**config.mk**
```make
export PLATFORM = sky130hd
export DESIGN_NAME = policy_duel_sel
export DESIGN_NICKNAME = d
export VERILOG_FILES = /design/src/rtl/duel_pkg.sv /design/src/rtl/duel_leader_match.sv /design/src/rtl/duel_ctrl.sv /design/src/rtl/duel_score_dp.sv /design/src/rtl/policy_duel_sel.sv
export SDC_FILE = /design/constraint.sdc
export NUM_CORES = 1
export LEC_CHECK = 0
export BUFFER_PORTS_ARGS = -buffer_cell sky130_fd_sc_hd__buf_4
export CAP_MARGIN = 10
export CORE_AREA = 2 2 47 49
export DETAILED_ROUTE_END_ITERATION = 8
export DIE_AREA = 0 0 49 51
export PLACE_DENSITY_LB_ADDON = 0.15
export SLEW_MARGIN = 10
export SYNTH_ARGS = -nofsm -noshare
export SYNTH_HDL_FRONTEND = slang
export SYNTH_SLANG_ARGS = --single-unit
```
**constraint.sdc**
```tcl
create_clock -name clk -period 3.9 [get_ports clk]
set_input_delay 0.585 -clock clk [delete_from_list [all_inputs] [get_ports clk]]
set_output_delay 0.585 -clock clk [all_outputs]
set_load 0.02 [all_outputs]
```
**src/rtl/duel_pkg.sv**
```systemverilog
package duel_pkg;

  // Outcome of one leader lookup, seen from the cost-aware policy.
  typedef enum logic [1:0] {
    OUT_TIE      = 2'd0,
    OUT_COST_WIN = 2'd1,
    OUT_LRU_WIN  = 2'd2
  } outcome_t;

  // Strobes from control to the score datapath.
  typedef struct packed {
    logic bump;
    logic drop;
  } scoreCmd_t;

  function automatic outcome_t classify(input logic costHit, input logic lruHit);
    if (costHit && !lruHit) return OUT_COST_WIN;
    if (!costHit && lruHit) return OUT_LRU_WIN;
    return OUT_TIE;
  endfunction

endpackage

```
**src/rtl/duel_leader_match.sv**
```systemverilog
module duel_leader_match #(
  parameter int SET_W  = 10,
  parameter int LEAD_W = 5
) (
  input  logic [SET_W-1:0] setIdx,
  output logic             isLeader
);
  localparam int HI_LSB = SET_W - LEAD_W;

  logic [LEAD_W-1:0] bitEq;

  // Leaders are the sets whose low field mirrors their high field.
  for (genvar g = 0; g < LEAD_W; g++) begin : g_cmp
    assign bitEq[g] = (setIdx[g] == setIdx[HI_LSB + g]);
  end

  assign isLeader = &bitEq;
endmodule

```
**src/rtl/duel_ctrl.sv**
```systemverilog
module duel_ctrl
  import duel_pkg::*;
(
  input  logic      lookupValid,
  input  logic      isLeader,
  input  logic      mainHit,
  input  logic      auxHit,
  input  logic      scoreMsb,
  output scoreCmd_t cmd,
  output logic      polSel
);
  outcome_t outcome;

  always_comb begin
    outcome  = classify(mainHit, auxHit);
    cmd      = '0;
    if (lookupValid && isLeader) begin
      unique case (outcome)
        OUT_COST_WIN: cmd.bump = 1'b1;
        OUT_LRU_WIN:  cmd.drop = 1'b1;
        default:      ;
      endcase
    end
  end

  // Leaders stay on the cost-aware policy; followers track the score.
  assign polSel = isLeader | scoreMsb;
endmodule

```
**src/rtl/duel_score_dp.sv**
```systemverilog
module duel_score_dp
  import duel_pkg::*;
#(
  parameter int CTR_W  = 10,
  parameter int COST_W = 3
) (
  input  logic              clk,
  input  logic              rstN,
  input  scoreCmd_t         cmd,
  input  logic [COST_W-1:0] amount,
  output logic [CTR_W-1:0]  score
);
  localparam int SUM_W = CTR_W + 1;
  localparam logic [CTR_W-1:0] TOP_VAL = '1;
  localparam logic [CTR_W-1:0] MID_VAL = CTR_W'(1) << (CTR_W - 1);

  logic [SUM_W-1:0] upSum;
  logic [SUM_W-1:0] dnDiff;
  logic [CTR_W-1:0] scoreNext;

  always_comb begin
    upSum     = {1'b0, score} + SUM_W'(amount);
    dnDiff    = {1'b0, score} - SUM_W'(amount);
    scoreNext = score;
    if (cmd.bump)
      scoreNext = upSum[CTR_W] ? TOP_VAL : upSum[CTR_W-1:0];
    else if (cmd.drop)
      scoreNext = dnDiff[CTR_W] ? '0 : dnDiff[CTR_W-1:0];
  end

  always_ff @(posedge clk or negedge rstN) begin
    if (!rstN) score <= MID_VAL;
    else       score <= scoreNext;
  end
endmodule

```
**src/rtl/policy_duel_sel.sv**
```systemverilog
module policy_duel_sel
  import duel_pkg::*;
#(
  parameter int SET_W  = 10,
  parameter int LEAD_W = 5,
  parameter int CTR_W  = 10,
  parameter int COST_W = 3
) (
  input  logic              clk,
  input  logic              rstN,
  input  logic              lookupValid,
  input  logic [SET_W-1:0]  setIdx,
  input  logic              mainHit,
  input  logic              auxHit,
  input  logic [COST_W-1:0] missCost,
  output logic              polSel,
  output logic              leaderSet
);
  scoreCmd_t        cmd;
  logic [CTR_W-1:0] ctrVal;

  duel_leader_match #(.SET_W(SET_W), .LEAD_W(LEAD_W)) u_match (
    .setIdx  (setIdx),
    .isLeader(leaderSet)
  );

  duel_ctrl u_ctrl (
    .lookupValid(lookupValid),
    .isLeader   (leaderSet),
    .mainHit    (mainHit),
    .auxHit     (auxHit),
    .scoreMsb   (ctrVal[CTR_W-1]),
    .cmd        (cmd),
    .polSel     (polSel)
  );

  duel_score_dp #(.CTR_W(CTR_W), .COST_W(COST_W)) u_dp (
    .clk   (clk),
    .rstN  (rstN),
    .cmd   (cmd),
    .amount(missCost),
    .score (ctrVal)
  );
endmodule

```
== Word level (Yosys, flattened, before mapping) ==
Cells that the tools add are included.
Storage, ports and cells
  flip-flop bits (word level): 10
  input port bits: 18
  output and inout bits: 2
  word-level logic and storage cells: 32
Cells by class
  add/sub/neg operators: 2
  equal/unequal tests: 7
  muxes and demuxes: 14
  bitwise operators: 1
  reductions and logical operators: 7
Operators with widths (number)
  10-bit two-way mux: 4
  10-bit by 3-bit adder with 11-bit output: 1
  10-bit by 3-bit subtractor with 11-bit output: 1
  2-bit two-way mux: 5
  1-bit == test: 5
  1-bit two-way mux: 5
  5-bit AND reduction: 1
  1-bit logical AND: 3
  2-bit by 1-bit == test with 1-bit output, second input constant: 1
  2-bit == test, second input constant: 1
  1-bit zero test: 2
  2-bit nonzero test: 1
  1-bit OR: 1

== Logic depth before layout (Yosys ltp) ==
  word-level depth: 11
  depth in mapped cells: 8
  mapped depth without buffers: 8

== Cells and area by module ==
A second synthesis with hierarchy kept.
Unflattened totals
  cell total of the unflattened synthesis: 127
  area, all modules: 1084.8 um^2
Modules (own cells, without submodules)
  duel_score_dp: instances 1, cells an instance 117, area each 999.7 um^2, seq. area each 251.5 um^2
  duel_leader_match: instances 1, cells an instance 7, area each 58.8 um^2, seq. area each 0.0 um^2
  duel_ctrl: instances 1, cells an instance 3, area each 26.3 um^2, seq. area each 0.0 um^2

== Worst setup path after synthesis ==
No wires, ideal clock.
  kind: input to register
  start: input missCost[2]
  end: register u_dp.score[3]
  library setup time: 0.099 ns
  arrival: 2.334 ns
  data required time: 3.801 ns
  path slack: 1.466 ns
  stages on the path: 8
  buffers on the path: 1
  cell sequence: inv_1 -> ha_1 -> clkbuf_1 -> nand2b_1 -> a2111oi_0 -> nor3_2 -> o2bb2ai_1 -> a311oi_1
Between the ends
  word-level cells in the longest chain between the ends: 4
  elaborated cells between the ends (all ways): 6
  those cells by class: 2 x add/sub; 4 x mux
Ends and longest elaborated chain
  start: declaration: line policy_duel_sel.sv:15  | input logic [COST_W-1:0] missCost,
  10-bit by 3-bit subtractor with 11-bit output: line duel_score_dp.sv:23  | dnDiff = {1'b0, score} - SUM_W'(amount);
  10-bit two-way mux: line duel_score_dp.sv:28  | scoreNext = dnDiff[CTR_W] ? '0 : dnDiff[CTR_W-1:0];
  10-bit two-way mux: line duel_score_dp.sv:27  | else if (cmd.drop)
  10-bit two-way mux (*): line duel_score_dp.sv:25  | if (cmd.bump)
  end signal: assignment: line duel_score_dp.sv:33  | else score <= scoreNext;
  end: declaration: line duel_score_dp.sv:11  | output logic [CTR_W-1:0] score
Every way passes the cells marked *; elsewhere a longest branch is shown, timed or not. The select of a mux whose other input is x is not followed.
A chain may end at the register's enable or synchronous reset.

== Worst setup path after layout ==
Same ends and word-level chain as after synthesis.

==> results.toml <==
[floorplan]
core_mm2 = 0.00206
dieArea_mm2 = 0.00250
start_util_pct = 55.9
ios = 20
die_h_um = 51
die_width_um = 49
std_cell_rows = 17

[synthesis]
synth-edff-count = 0
yosys_warnings = 0
synthCells = 141
synth-seq-cells = 10
syn_area_mm2 = 0.00115
synthFlopType = "dfrtp_1"
synthArstFlopShare_pct = 100
ys_seq_area_share_pct = 21.8
synth.avg_cell_area_um2 = 8.18
synth_nets = 167
yosysUniqueCellTypes = 49

[place]
gp_congestion = 0.912
place_area_mm2 = 0.00129
io_buffers = 19
placedCellCount = 181
hpwl_mm = 2.10

[pwr]
p_leak_uw = 0.000549
peakVddDrop_v = 0.000311
p_total_uw = 622
power_density_mw_per_mm2 = 474

[critical_path]
crit_slowest_cell = "a2111oi_0"
path_delay_family = "compound AO/OA/AOI/OAI gates"
critPathMaxStageDelay_ps = 760
critPathLaunchType = "input port"
r2r_cells = 6
r2r_end = "u_dp.score[3]"
cp.required_ps = 4080
cp-endpoint = "u_dp.score[3]"
cp_num_buf_inv = 2
crit_arrival_ps = 2810
r2r_start = "u_dp.score[2]"
reg2reg_slack_ps = 1290
crit_type = "in2reg"
cp_cell_sequence = "buf_4 -> inv_1 -> ha_1 -> nand2b_1 -> a2111oi_0 -> nor3_2 -> o2bb2ai_1 -> a311oi_1"
path_depth = 8
setup.worst_path.end_class = "flop"
setup.worst_path.start = "missCost[2]"
cp_max_fo = 9

[clock_network]
clk_pin_slew_worst_paths_ps = 70
clk_path_buf_depth = 2
clock_latency_ps = 270
hold_buffers = 0
post_cts_resized = 0
cts_tree = "yes"
root_buffer = "clkbuf_4"
clock-sinks = 10
cts-htree-levels = 1
cts_buffers = 3
post-cts-setup-buffers = 0

[min_path]
worstHoldPathType = "in2async"

[cells_and_area]
final_nets = 184
seq_area_um2 = 251
drive_gt1_share_pct = 22.3
stdcell_count = 185
insertedDiodeCount = 0
post-route-cell-area_mm2 = 0.00131
largest_register_ffs = 10
reg_top3 = "u_dp.score (10)"
regMostFlops = "u_dp.score"
nFillCells = 193
multi_input_area_um2 = 820
area_delta_synth_final_pct = 13.8

[timing]
finalCriticalPeriod_ps = 2630
slew_viol_final = 0
rsz0062_at_grt = "no"
relSlewSlack_pct = 45.5
max_freq_mhz = 380
fin_crit_sh_pct = 67.5
timing.hold.ws_ps = 128
tightest_slew_ps = 797
hold_viol = 0
finClkSkew_ps = 1.69
fin_tns_setup_ps = 0
setup_viol = 0

[global_routing]
grt_pass1_vias = 1030
grt_overflow = 0
grt_max_degree = 14
antenna_found_initial = 0
grt_pass1_wl_mm = 4.86
track_usage_pct = 25.4

[detailed_routing]
drt_iter0_drc = 43
antenna_left = 0
avgViaCountPerCell = 6.08
drc = 0
wl_mm = 2.84
dr.pass1.iters = 4
routedWlPerCell_um = 15.3
via_count = 1124

[status]
status = "finished clean"

[flow_run]
max_cap_violations = 0
[area by class of cell]
| type | instances | area share (%) |
|---|---|---|
| Inverter | 8 | 2.29 |
| Tap cell | 28 | 2.67 |
| Multi-Input combinational cell | 115 | 62.4 |
| Timing Repair Buffer | 20 | 11.4 |
| Sequential cell | 10 | 19.2 |
| Clock buffer | 4 | 2.00 |
[report_power, final]
| group | switching (uW) | internal (uW) |
|---|---|---|
| registers | 64.1 | 139 |
| clock network | 41.0 | 39.7 |
| logic | 178 | 160 |
| total | 283 | 339 |
[cells in the mapped netlist, types with 5 or more instances]
| master | number | share of area, % |
|---|---|---|
| xor2_1 | 6 | 4.6 |
| inv_1 | 8 | 2.6 |
| nand2_1 | 6 | 2.0 |
| o21ai_0 | 9 | 3.9 |
| nor3_1 | 7 | 3.0 |
| ha_1 | 6 | 6.5 |
| nand3_1 | 7 | 3.0 |
| clkbuf_1 | 5 | 1.6 |
| xnor2_1 | 5 | 3.8 |
| dfrtp_1 | 9 | 20 |
| a21oi_1 | 5 | 2.2 |
| nor2_1 | 11 | 3.6 |
[worst register-to-register path, delay by kind of cell (launching register included)]
kind            cells  cell delay, ps
simple gates        2             490
flops               1             410
compound gates      3            1210
fa+ha+maj           1             410
[kinds of logic after synthesis]
kind of cell             share of synthesized area (%)
multiplexers                                     0.976
AO/OA/AOI/OAI                                     23.3
buffers and inverters                             7.16
AND/OR/NAND/NOR                                   28.4
XOR/XNOR                                          8.35
adder cells (fa/ha/maj)                           9.98
flip-flops                                        21.8
[worst min-delay path by stage]
stage / from / to / cells after the start
2_1_floorplan: rstN / u_dp.score[0] / 0
3_3_place_gp: rstN / u_dp.score[4] / 1
3_5_place_dp: rstN / u_dp.score[5] / 1
4_1_cts: rstN / u_dp.score[5] / 1
5_1_grt: rstN / u_dp.score[5] / 1
6_report: rstN / u_dp.score[7] / 1
[metal layers]
| metal | vias to the layer above | global-route usage (%) | share of wire, % |
|---|---|---|---|
| li1 | 550 | - | - |
| met1 | 504 | 32.2 | 43 |
| met2 | 60 | 42.9 | 48 |
| met3 | 10 | 3.80 | 6.2 |
| met4 | 0 | 11.4 | 2.3 |
| met5 | - | 0 | 0 |
[per-stage QoR]
step | worst slack [ps] | util (%)
floorplan | 1470 | -
global placement | 1110 | 62.3
detailed placement | 1060 | 62.3
finish | 1270 | 63.6
global route | 1180 | 63.6
CTS | 1340 | 63.6
[cells in the final DEF (no fill, tap or decap), types with 5 or more instances in the layout]
master    n
a21oi_1   5
o21ai_0   9
xor2_1    6
inv_1     8
ha_1      6
nor3_1    7
dfrtp_1   9
nand3_1   7
nor2_1   11
buf_4    20
xnor2_1   5
nand2_1   6
Power figures use the tool's default switching activity.
